==> src/rtl/regpair_file.sv <==
module regpair_file #(
  parameter int DW = 8
) (
  input  logic            clk,
  input  logic            rst_n,
  input  logic [3:0]      op,
  input  logic [2:0]      dst_sel,
  input  logic [1:0]      pair_sel,
  input  logic [DW-1:0]   wr_byte,
  input  logic [2*DW-1:0] imm,
  input  logic [2:0]      rd_sel,
  output logic [DW-1:0]   rd_data,
  output logic            carry,
  output logic            busy,
  output logic [2*DW-1:0] mem_addr,
  output logic [DW-1:0]   mem_wdata,
  output logic            mem_we,
  output logic            mem_re,
  input  logic [DW-1:0]   mem_rdata
);
  localparam int AW = 2 * DW;
  localparam logic [3:0] OP_WRB = 4'd1, OP_LDW = 4'd2, OP_INC = 4'd3, OP_DEC = 4'd4,
                         OP_XCH = 4'd5, OP_ADD = 4'd6, OP_LHL = 4'd7, OP_SHL = 4'd8;
  localparam logic [2:0] IX_D = 3'd2, IX_E = 3'd3, IX_H = 3'd4, IX_L = 3'd5, IX_M = 3'd6;

  logic [DW-1:0] rf [8];
  logic          store_q;
  logic [AW-1:0] next_q;

  wire [2:0]    hi_ix   = {pair_sel, 1'b0};
  wire [2:0]    lo_ix   = {pair_sel, 1'b1};
  wire          pair_ok = pair_sel != 2'd3;
  wire [AW-1:0] pv      = {rf[hi_ix], rf[lo_ix]};
  wire [AW-1:0] hl      = {rf[IX_H], rf[IX_L]};
  wire [AW:0]   sum     = {1'b0, pv} + {1'b0, hl};

  assign rd_data = (rd_sel == IX_M) ? mem_rdata : rf[rd_sel];

  always_comb begin
    mem_addr  = hl;
    mem_wdata = wr_byte;
    mem_we    = 1'b0;
    mem_re    = 1'b0;
    if (busy) begin
      mem_addr = next_q;
      if (store_q) begin
        mem_we    = 1'b1;
        mem_wdata = rf[IX_H];
      end else begin
        mem_re = 1'b1;
      end
    end else begin
      case (op)
        OP_WRB: mem_we = (dst_sel == IX_M);
        OP_LHL: begin
          mem_addr = imm;
          mem_re   = 1'b1;
        end
        OP_SHL: begin
          mem_addr  = imm;
          mem_we    = 1'b1;
          mem_wdata = rf[IX_L];
        end
        default: ;
      endcase
    end
  end

  always_ff @(posedge clk or negedge rst_n) begin
    if (!rst_n) begin
      for (int i = 0; i < 8; i++) rf[i] <= '0;
      carry   <= 1'b0;
      busy    <= 1'b0;
      store_q <= 1'b0;
      next_q  <= '0;
    end else if (busy) begin
      busy <= 1'b0;
      if (!store_q) rf[IX_H] <= mem_rdata;
    end else begin
      case (op)
        OP_WRB: if (dst_sel != IX_M) rf[dst_sel] <= wr_byte;
        OP_LDW: if (pair_ok) {rf[hi_ix], rf[lo_ix]} <= imm;
        OP_INC: if (pair_ok) {rf[hi_ix], rf[lo_ix]} <= pv + 1'b1;
        OP_DEC: if (pair_ok) {rf[hi_ix], rf[lo_ix]} <= pv - 1'b1;
        OP_XCH: begin
          rf[IX_D] <= rf[IX_H];
          rf[IX_E] <= rf[IX_L];
          rf[IX_H] <= rf[IX_D];
          rf[IX_L] <= rf[IX_E];
        end
        OP_ADD: if (pair_ok) begin
          {rf[IX_H], rf[IX_L]} <= sum[AW-1:0];
          carry <= sum[AW];
        end
        OP_LHL: begin
          rf[IX_L] <= mem_rdata;
          busy     <= 1'b1;
          store_q  <= 1'b0;
          next_q   <= imm + 1'b1;
        end
        OP_SHL: begin
          busy    <= 1'b1;
          store_q <= 1'b1;
          next_q  <= imm + 1'b1;
        end
        default: ;
      endcase
    end
  end
endmodule


==> config.mk <==
export PLATFORM = sky130hd
export DESIGN_NAME = regpair_file
export DESIGN_NICKNAME = d
export VERILOG_FILES = /design/src/rtl/regpair_file.sv
export SDC_FILE = /design/constraint.sdc
export NUM_CORES = 1
export LEC_CHECK = 0
export BUFFER_PORTS_ARGS = -buffer_cell sky130_fd_sc_hd__clkbuf_2
export CORE_MARGIN = 8
export CORE_UTILIZATION = 35
export DETAILED_ROUTE_END_ITERATION = 6
export PLACE_DENSITY_LB_ADDON = 0.05
export SYNTH_ARGS = -nofsm -noshare
export SYNTH_HDL_FRONTEND = slang
export SYNTH_SLANG_ARGS = --single-unit
==> constraint.sdc <==
create_clock -name clk -period 3.33 [get_ports clk]
set_input_delay 0.1665 -clock clk [delete_from_list [all_inputs] [get_ports clk]]
set_output_delay 0.1665 -clock clk [all_outputs]
set_load 0.05 [all_outputs]
# After elaboration in Yosys (flattened, before gate mapping)
# Index checks and enable logic that the tools add are counted.
# op_classes
add_sub_neg	4
order_cmp	7
eq_ne	23
muxes	49
bitwise_logic	5
n_reduce_logical	16
# op_table
operator	n
bitwise mux 64 bit	7
2-to-1 mux 64 bit	4
one-hot mux 16 bit (4 select lines)	2
2-to-1 mux 8 bit	15
one-hot mux 16 bit (5 select lines)	1
binary-select mux 8 bit (select 3 bit)	3
demux 8 bit (select 3 bit)	3
one-hot mux 8 bit (7 select lines)	1
2-to-1 mux 16 bit	3
one-hot mux 8 bit (6 select lines)	1
adder 16 x 1 -> 16 bit (second input constant)	2
inequality test 3 bit (second input constant)	6
adder 16 x 16 -> 17 bit	1
equality test 4 x 3 -> 1 bit (second input constant)	4
>= comparator 4 bit (second input constant)	4
inverter 3 -> 4 bit	4
subtractor 16 x 1 -> 16 bit (second input constant)	1
inequality test 2 bit (second input constant)	7
AND reduction 7 bit	2
nonzero test 7 bit	2
< comparator 4 x 1 -> 1 bit (second input constant)	3
AND reduction 6 bit	2
equality test 4 x 2 -> 1 bit (second input constant)	2
2-to-1 mux 1 bit	7
other kinds (12)	17
# word_totals
reg_bits	83
input_bits	46
word_cells	116

# Logic depth before layout (Yosys ltp)
# Gate-level depths: netlist of the first run.
# depth
depth_word	10
ltp_mapped	13
depth_no_buf	11

# Worst setup path before layout of the first run
# Ideal clock, no wire load.
# synth_path
kind	input -> output
start	input port op[0]
end	output port mem_addr[10]
arrival_time_ns	3.024
required_ns	3.164
slack_ns	0.139
path_stages	8
n_path_buf	4
path_cell_list	clkbuf_1 > clkbuf_1 > nor3_1 > a21oi_1 > buf_1 > buf_1 > mux2i_1 > o21ai_0
# synth_via
elab_chain_len	4
elab_cells_between_ends	5
classes_between	eq/ne (2); mux (2); reduce/logical (1)
# synth_rtl
item	line	source
start, declared	6	input logic [3:0] op,
equality test 4 x 3 -> 1 bit or equality test 4 bit (tied branches)	53	case (op)
OR reduction 2 bit (no source line) *	-	
2-to-1 mux 16 bit *	53	
2-to-1 mux 16 bit *	44	if (busy) begin
end, declared	15	output logic [2*DW-1:0] mem_addr,
# Every way passes the cells marked *; elsewhere a longest branch is shown, timed or not.

# Final worst setup path of the first run
# layout_path
start	register rf[0] (netlist name)
end	register rf[58] (netlist name)
# layout_via
elab_chain_len	8
elab_cells_between_ends	15
classes_between	add/sub (2); mux (13)
# layout_rtl
item	line	source
start, declared	26	logic [DW-1:0] rf [8];
start signal, assigned by index	78	if (!store_q) rf[IX_H] <= mem_rdata;
start signal, assigned by index	81	OP_WRB: if (dst_sel != IX_M) rf[dst_sel] <= wr_byte;
start signal, assigned by index	82	OP_LDW: if (pair_ok) {rf[hi_ix], rf[lo_ix]} <= imm;
binary-select mux 8 bit (select 3 bit)	33	wire [AW-1:0] pv = {rf[hi_ix], rf[lo_ix]};
2-to-1 mux 8 bit (not written as such) (2 in a row)	33	
subtractor 16 x 1 -> 16 bit or adder 16 x 1 -> 16 bit (tied branches)	84, 83	
bitwise mux 64 bit, on equally long branches (2 in a row)	84, 83	
2-to-1 mux 64 bit, on equally long branches	84, 83	
one-hot mux 16 bit (4 select lines) *	80	case (op)
# Every way passes the cells marked *; elsewhere a longest branch is shown, timed or not. The select of a mux whose other input is x is not followed.
# A chain may end at the register's enable or synchronous reset.

==> results of run 1 <==
[sequential cells by signal, indices dropped and copies added (netlist names)]
name	cells
busy	1
store_q	1
carry	1
rf	48
next_q	16
hl	16
[layer usage]
layer | track usage, % | part of all wire [%] | up-vias
met4 | 13.42 | 4.6 | 0
met2 | 44.23 | 44 | 489
li1 | - | - | 4208
met5 | 0 | 0 | -
met3 | 5.278 | 8.4 | 103
met1 | 39.40 | 43 | 4598
[worst max-delay path, cell delays in order, from the launching register on]
cell,delay [ns]
dfrtp_1,0.43
mux4_2,0.51
buf_4,0.18
inv_1,0.06
ha_1,0.16
inv_1,0.07
or3_4,0.42
or2_4,0.28
o41a_1,0.31
o21a_1,0.23
a2111oi_4,0.34
a22oi_2,0.08
[metrics by stage]
stage | TNS, ns | std cells | setup slack [ns]
finish | 0 | 1493 | 0.1325
global route | -0.005071 | 1493 | -0.005071
CTS | 0 | 1493 | 0.01775
detailed placement | -0.04930 | 1476 | -0.04930
global placement | 0 | 1476 | 0.01690
floorplan | 0 | 1086 | 0.1394
[report_power, final]
part / internal (µW) / switching, µW
logic: 1180 / 1990
clock network: 511 / 514
registers: 1260 / 291
[path summary, 6_finish.rpt]
path,end,depth (start not counted),start
min in group asynchronous,next_q[14],2,rst_n
hold / removal,next_q[15],3,imm[15]
hold reg to reg,rf[8],0,rf[8]
setup reg to reg,rf[58],11,rf[0]
max in group asynchronous,rf[15],3,rst_n
setup / recovery,rf[58],11,rf[0]
[placed cells by master (no fill, tap or decap), drive strengths merged, types with 4 or more instances in the layout]
cell,count
a22oi,12
mux2i,27
nand2,135
o21a,8
o22ai,17
a32oi,10
nand2b,13
a311oi,4
and2,5
buf,101
nand3,26
clkbuf,89
a211oi,9
a21oi,121
nor2,112
ha,19
o32a,8
xor2,21
inv,16
dfrtp,83
o2111ai,4
o22a,10
nor3,22
and3,13
or3,8
a221o,7
nand4,9
a31oi,12
mux4,32
nor4,7
a21o,10
xnor2,15
mux2,11
nor2b,11
nand3b,7
o211ai,5
o21ai,91
o31ai,5
a221oi,12
[cell families after synthesis]
kind of cell | count (synthesis)
AOI/OAI and AO/OA | 374
and+or+nand+nor | 378
buffers and inverters | 125
adders and majority gates | 20
muxes | 70
DFF | 83
xor gates and xnor gates | 36
[area by class of cell]
cell class	instances	area [µm²]	area share, %
Tap cell	319	399.1	4.042
Sequential cell	83	2078	21.04
Timing Repair Buffer	182	1206	12.21
Clock inverter	7	53.80	0.5448
Multi-Input combinational cell	878	5857	59.31
Inverter	15	56.30	0.5701
Clock buffer	9	225.2	2.281
[repair_timing]
item / CTS / global route
hold buffers: 1 / 0
endpoints found under the hold margin: 34 / 0
endpoints found under the setup margin: 0 / 3
gates resized for setup: 0 / 3
==> summary.txt, run 1 <==
Pwr
  – Pwr per Cell Area: 581.8 nW/µm²
  – Highest ir drop seen on vdd: 282.1 µV
  – Leakage power: 0.004215 µW
  – Final Total Pwr: 5746 µW

Placement
  – Post-detailed-placement cell area: 9569 µm²
  – Weighted congestion at the end of routability-driven global placement: 0.9565
  – DP HPWL: 31.47 mm
  – Port Buf Inserts: 81

Timing
  – Final Skew: 0.008356 ns
  – Slew of the pin with the lowest slew margin: 0.9312 ns
  – Crit share post-route: 96.02%
  – Final-report hold violation count: 0
  – Total of endpoints with negative setup slack in the final report: 0
  – Minimum hold slack: 0.2118 ns
  – Tmin final: 3.198 ns
  – Max Slew Vio Count: 0
  – Relative max-transition margin: 37.92%
  – Achievable clock frequency: 312.7 MHz

Synth
  – Top-area cell type share of the netlist area: 24.71%
  – Share of flip-flops with an asynchronous set or reset after synthesis: 100.0%
  – Post-synth net total: 1152
  – Count of flip-flops with a built-in enable after synthesis: 0
  – Synth cell count leaders: nand2_1, a21oi_1, nor2_1, clkbuf_1, o21ai_0
  – Dominant combinational cell family by area after synthesis: compound AO/OA/AOI/OAI gates
  – Post-synthesis adder-cell area fraction: 3.066%
  – YS warnings: 0
  – Fraction of synthesized area in multiplexers: 13.26%
  – Most common flop cell mapped by yosys: dfrtp_1
  – Leading cell types by total area after synthesis: dfrtp_1, mux4_2, a21oi_1
  – Fraction of synthesized cell area in xor and xnor cells: 3.751%
  – Post-synthesis cell type with the largest combined area: dfrtp_1
  – Post-synthesis register bit count: 83
  – Cell count after synthesis: 1086
  – Mean area per synthesized cell: 7.740 µm²
  – Post-Syn Area: 8406 µm²
  – Compound-Gate Fraction of Synth Area: 28.49%
  – Most numerous cell in the Yosys netlist: nand2_1
  – Unique masters post-synth: 73
  – Seq/Total Area, Yosys: 24.71%
  – Basic-gate share of the synthesized area counting and, or, nand and nor cells: 20.68%

Floorplanning
  – Top Ports: 82
  – Floorplan die width: 171.0 µm
  – Effective utilization at floorplan: 35.70%
  – Core region area: 23540 µm²
  – DIE AREA: 29230 µm²
  – Site Rows: 56
  – Die Y: 171.0 µm

Clock tree
  – Later-pin clock latency in the skew report: 0.36 ns
  – CTS tree: built
  – Post-CTS setup buffer count: 0
  – Cts bufs inserted: 9
  – Clock slew at reported path FFs: 0.07 ns
  – Maximum buffer depth of the clock tree: 2
  – Clock root buffer: clkbuf_16
  – H-tree depth: 3
  – Total number of clock tree sinks: 83

Detailed routing
  – Mean number of vias per cell: 6.295
  – Number of nets with antenna violations after routing: 0
  – Via count: 9398
  – Average routed wire per standard cell: 28.32 µm
  – First-pass detailed-route iteration total: 5
  – Post-detailed-routing wire length: 42.28 mm
  – Detailed-route DRC error count: 0
  – Starting DRT DRC Count: 1061

GRT
  – Vias in the first global route: 9004
  – Pin count of the biggest net entering global routing: 50
  – GR Util All Layers: 29.06%
  – GRT Residual Overflow: 0
  – Wire length of the first global-routing pass: 62.54 mm
  – Initial antenna violation count: 1

Critical path
  – Register-to-register path setup slack: 0.13 ns
  – Critical path launch point type: flip-flop
  – Endpoint required time on the critical path: 3.57 ns
  – Critical Path Fanout Max: 8
  – Classification of the worst setup path: reg -> reg
  – Worst EP arrival: 3.43 ns
  – Endpoint type of the worst setup path: flip-flop

Cells and area
  – Synthesis-to-finish area growth: 17.49%
  – Layout net count: 1235
  – Fill cell count: 2490
  – Post-layout util: 41.95%
  – Fraction of layout instances using a drive strength above 1: 22.15%
  – Post-route cell area: 9876 µm²
  – Antenna diodes: 0

Worst hold path
  – Worst hold-check path type: in -> reg

Run
  – Number of violations of the max-capacitance limit: 0

Status
  – Status: completed
No activity file was read; power rests on OpenSTA's default activity.
==> run 2: changes to the inputs <==
==> constraint.sdc (replaced) <==
create_clock -name clk -period 3.41 [get_ports clk]
set_input_delay 0.341 -clock clk [delete_from_list [all_inputs] [get_ports clk]]
set_output_delay 0.341 -clock clk [all_outputs]
set_load 0.05 [all_outputs]
==> run 2 against run 1 <==
  * Cell count down 0.33%
  * Clock skew rose by 0.0038 ns
  * Sequential cell count did not move
  * Critical path type unchanged
==> summary.txt, run 2 (synthesis gave the netlist of run 1 again) <==
Timing
  – Total of endpoints with negative setup slack in the final report: 0
  – Achievable clock frequency: 304.9 MHz
  – Setup_tns: 0 ns
  – Tmin final: 3.279 ns
  – Relative max-transition margin: 43.95%
  – Crit share post-route: 96.17%
  – RSZ-0062 raised after global routing: false
  – Final-report hold violation count: 0
  – Max Slew Vio Count: 0
  – Slew of the pin with the lowest slew margin: 0.8390 ns
  – Final Skew: 0.01214 ns
  – Minimum hold slack: 0.3340 ns

Clock tree
  – CTS tree: built
  – H-tree depth: 3
  – Cts bufs inserted: 9
  – Total number of clock tree sinks: 83
  – Later-pin clock latency in the skew report: 0.36 ns
  – Maximum buffer depth of the clock tree: 2
  – Clock slew at reported path FFs: 0.08 ns
  – Clock root buffer: clkbuf_16
  – Post-CTS setup buffer count: 0

Cells and area
  – Post-route cell area: 9801 µm²
  – Most frequent cells in the layout: nand2_1, a21oi_1, nor2_1
  – Layout net count: 1230
  – Most common cell after layout, fill and taps aside: nand2_1
  – Antenna diodes: 0
  – Flip-flop count of the largest register after layout: 48
  – Post-layout util: 41.63%
  – Fraction of layout instances using a drive strength above 1: 21.73%
  – Register containing the most flip-flops in the final layout: rf
  – Synthesis-to-finish area growth: 16.60%

Pwr
  – Highest ir drop seen on vdd: 226.1 µV
  – Pwr per Cell Area: 571.0 nW/µm²
  – Leakage power: 0.004187 µW

GRT
  – Initial antenna violation count: 0
  – Wire length of the first global-routing pass: 61.98 mm
  – Vias in the first global route: 9031
  – Pin count of the biggest net entering global routing: 56
  – GR Util All Layers: 28.93%
  – GRT Residual Overflow: 0

Critical path
  – Endpoint type of the worst setup path: flip-flop
  – Endpoint required time on the critical path: 3.65 ns
  – Critical path launch point type: flip-flop
  – Critical Path Fanout Max: 5
  – Classification of the worst setup path: reg -> reg
  – Cell count of the worst reg-to-reg path: 11
  – Worst EP arrival: 3.52 ns
  – Register-to-register path setup slack: 0.13 ns

Status
  – Status: completed

Detailed routing
  – Mean number of vias per cell: 6.291
  – Detailed-route DRC error count: 0
  – Starting DRT DRC Count: 1103
  – Via count: 9361
  – Post-detailed-routing wire length: 42.22 mm
  – Number of nets with antenna violations after routing: 0
  – First-pass detailed-route iteration total: 6
  – Average routed wire per standard cell: 28.38 µm

Floorplanning
  – Die Y: 171.0 µm
  – Effective utilization at floorplan: 35.70%
  – DIE AREA: 29230 µm²
  – Top Ports: 82
  – Floorplan die width: 171.0 µm
  – Site Rows: 56
  – Core region area: 23540 µm²

Worst hold path
  – Worst hold-check path type: in -> reg
  – Number of stages on the worst hold path: 3

Placement
  – DP HPWL: 31.74 mm
  – Port Buf Inserts: 81
  – Post-detailed-placement cell area: 9507 µm²
  – Weighted congestion at the end of routability-driven global placement: 0.9598

Run
  – Number of violations of the max-capacitance limit: 0
## run 2: cell types whose count changed in the layout (fill, tap and decap cells not counted), sizes merged
cell and change:
buf -5, clkinv +2, clkinvlp -2
## run 2: cell type report
class,count,area [µm²]
clock inverters,7,52.55
multi-input cells,878,5846
clock buffers,9,225.2
fillers,2498,13740
flip-flops and latches,83,2078
well taps,319,399.1
repair buffers,177,1144
inverters,15,56.30
## run 2: metrics by stage
stage                     setup WS (ns)  power [µW]  cells
after floorplan                  0.1729        3376   1086
after global placement          0.07898        4552   1471
after detailed placement        0.04391        4537   1471
after CTS                        0.1354        5557   1488
after global routing            0.05622        5849   1488
final                            0.1305        5597   1488
## run 2: worst paths after layout
kind                       startpoint    endpoint
max                            rf[32]      hl[14]
min                             op[3]     store_q
max reg2reg                    rf[32]      hl[14]
min reg2reg                    rf[14]      rf[14]
max in group asynchronous       rst_n       hl[0]
min in group asynchronous       rst_n  next_q[11]
## run 2: routing by layer
metal,track usage (%),routed length (µm),vias up
met5,0,0,-
met4,14.22,2334,0
met3,5.900,3802,132
met2,44.92,18560,541
met1,37.77,17520,4513
li1,-,-,4175
## run 2: where the power goes
group,internal (µW),switching (µW)
sequential,1230,329
clock,500,501
combinational,1140,1900
## run 2: worst max-delay path, cell delays in order (launching register included)
cell and delay, ns:
dfrtp_1 0.49, mux4_2 0.52, ha_1 0.24, fa_1 0.44, a21o_1 0.17, a21oi_1 0.25
o21bai_1 0.18, a31oi_2 0.21, a21oi_1 0.13, xor2_1 0.15, a221oi_1 0.27, o31ai_1 0.10
## run 2: repair_timing
item / in CTS / in global routing
gates resized for setup: 0 / 1
setup endpoints to repair: 0 / 1
endpoints found under the hold margin: 32 / 0
hold buffers: 1 / 0
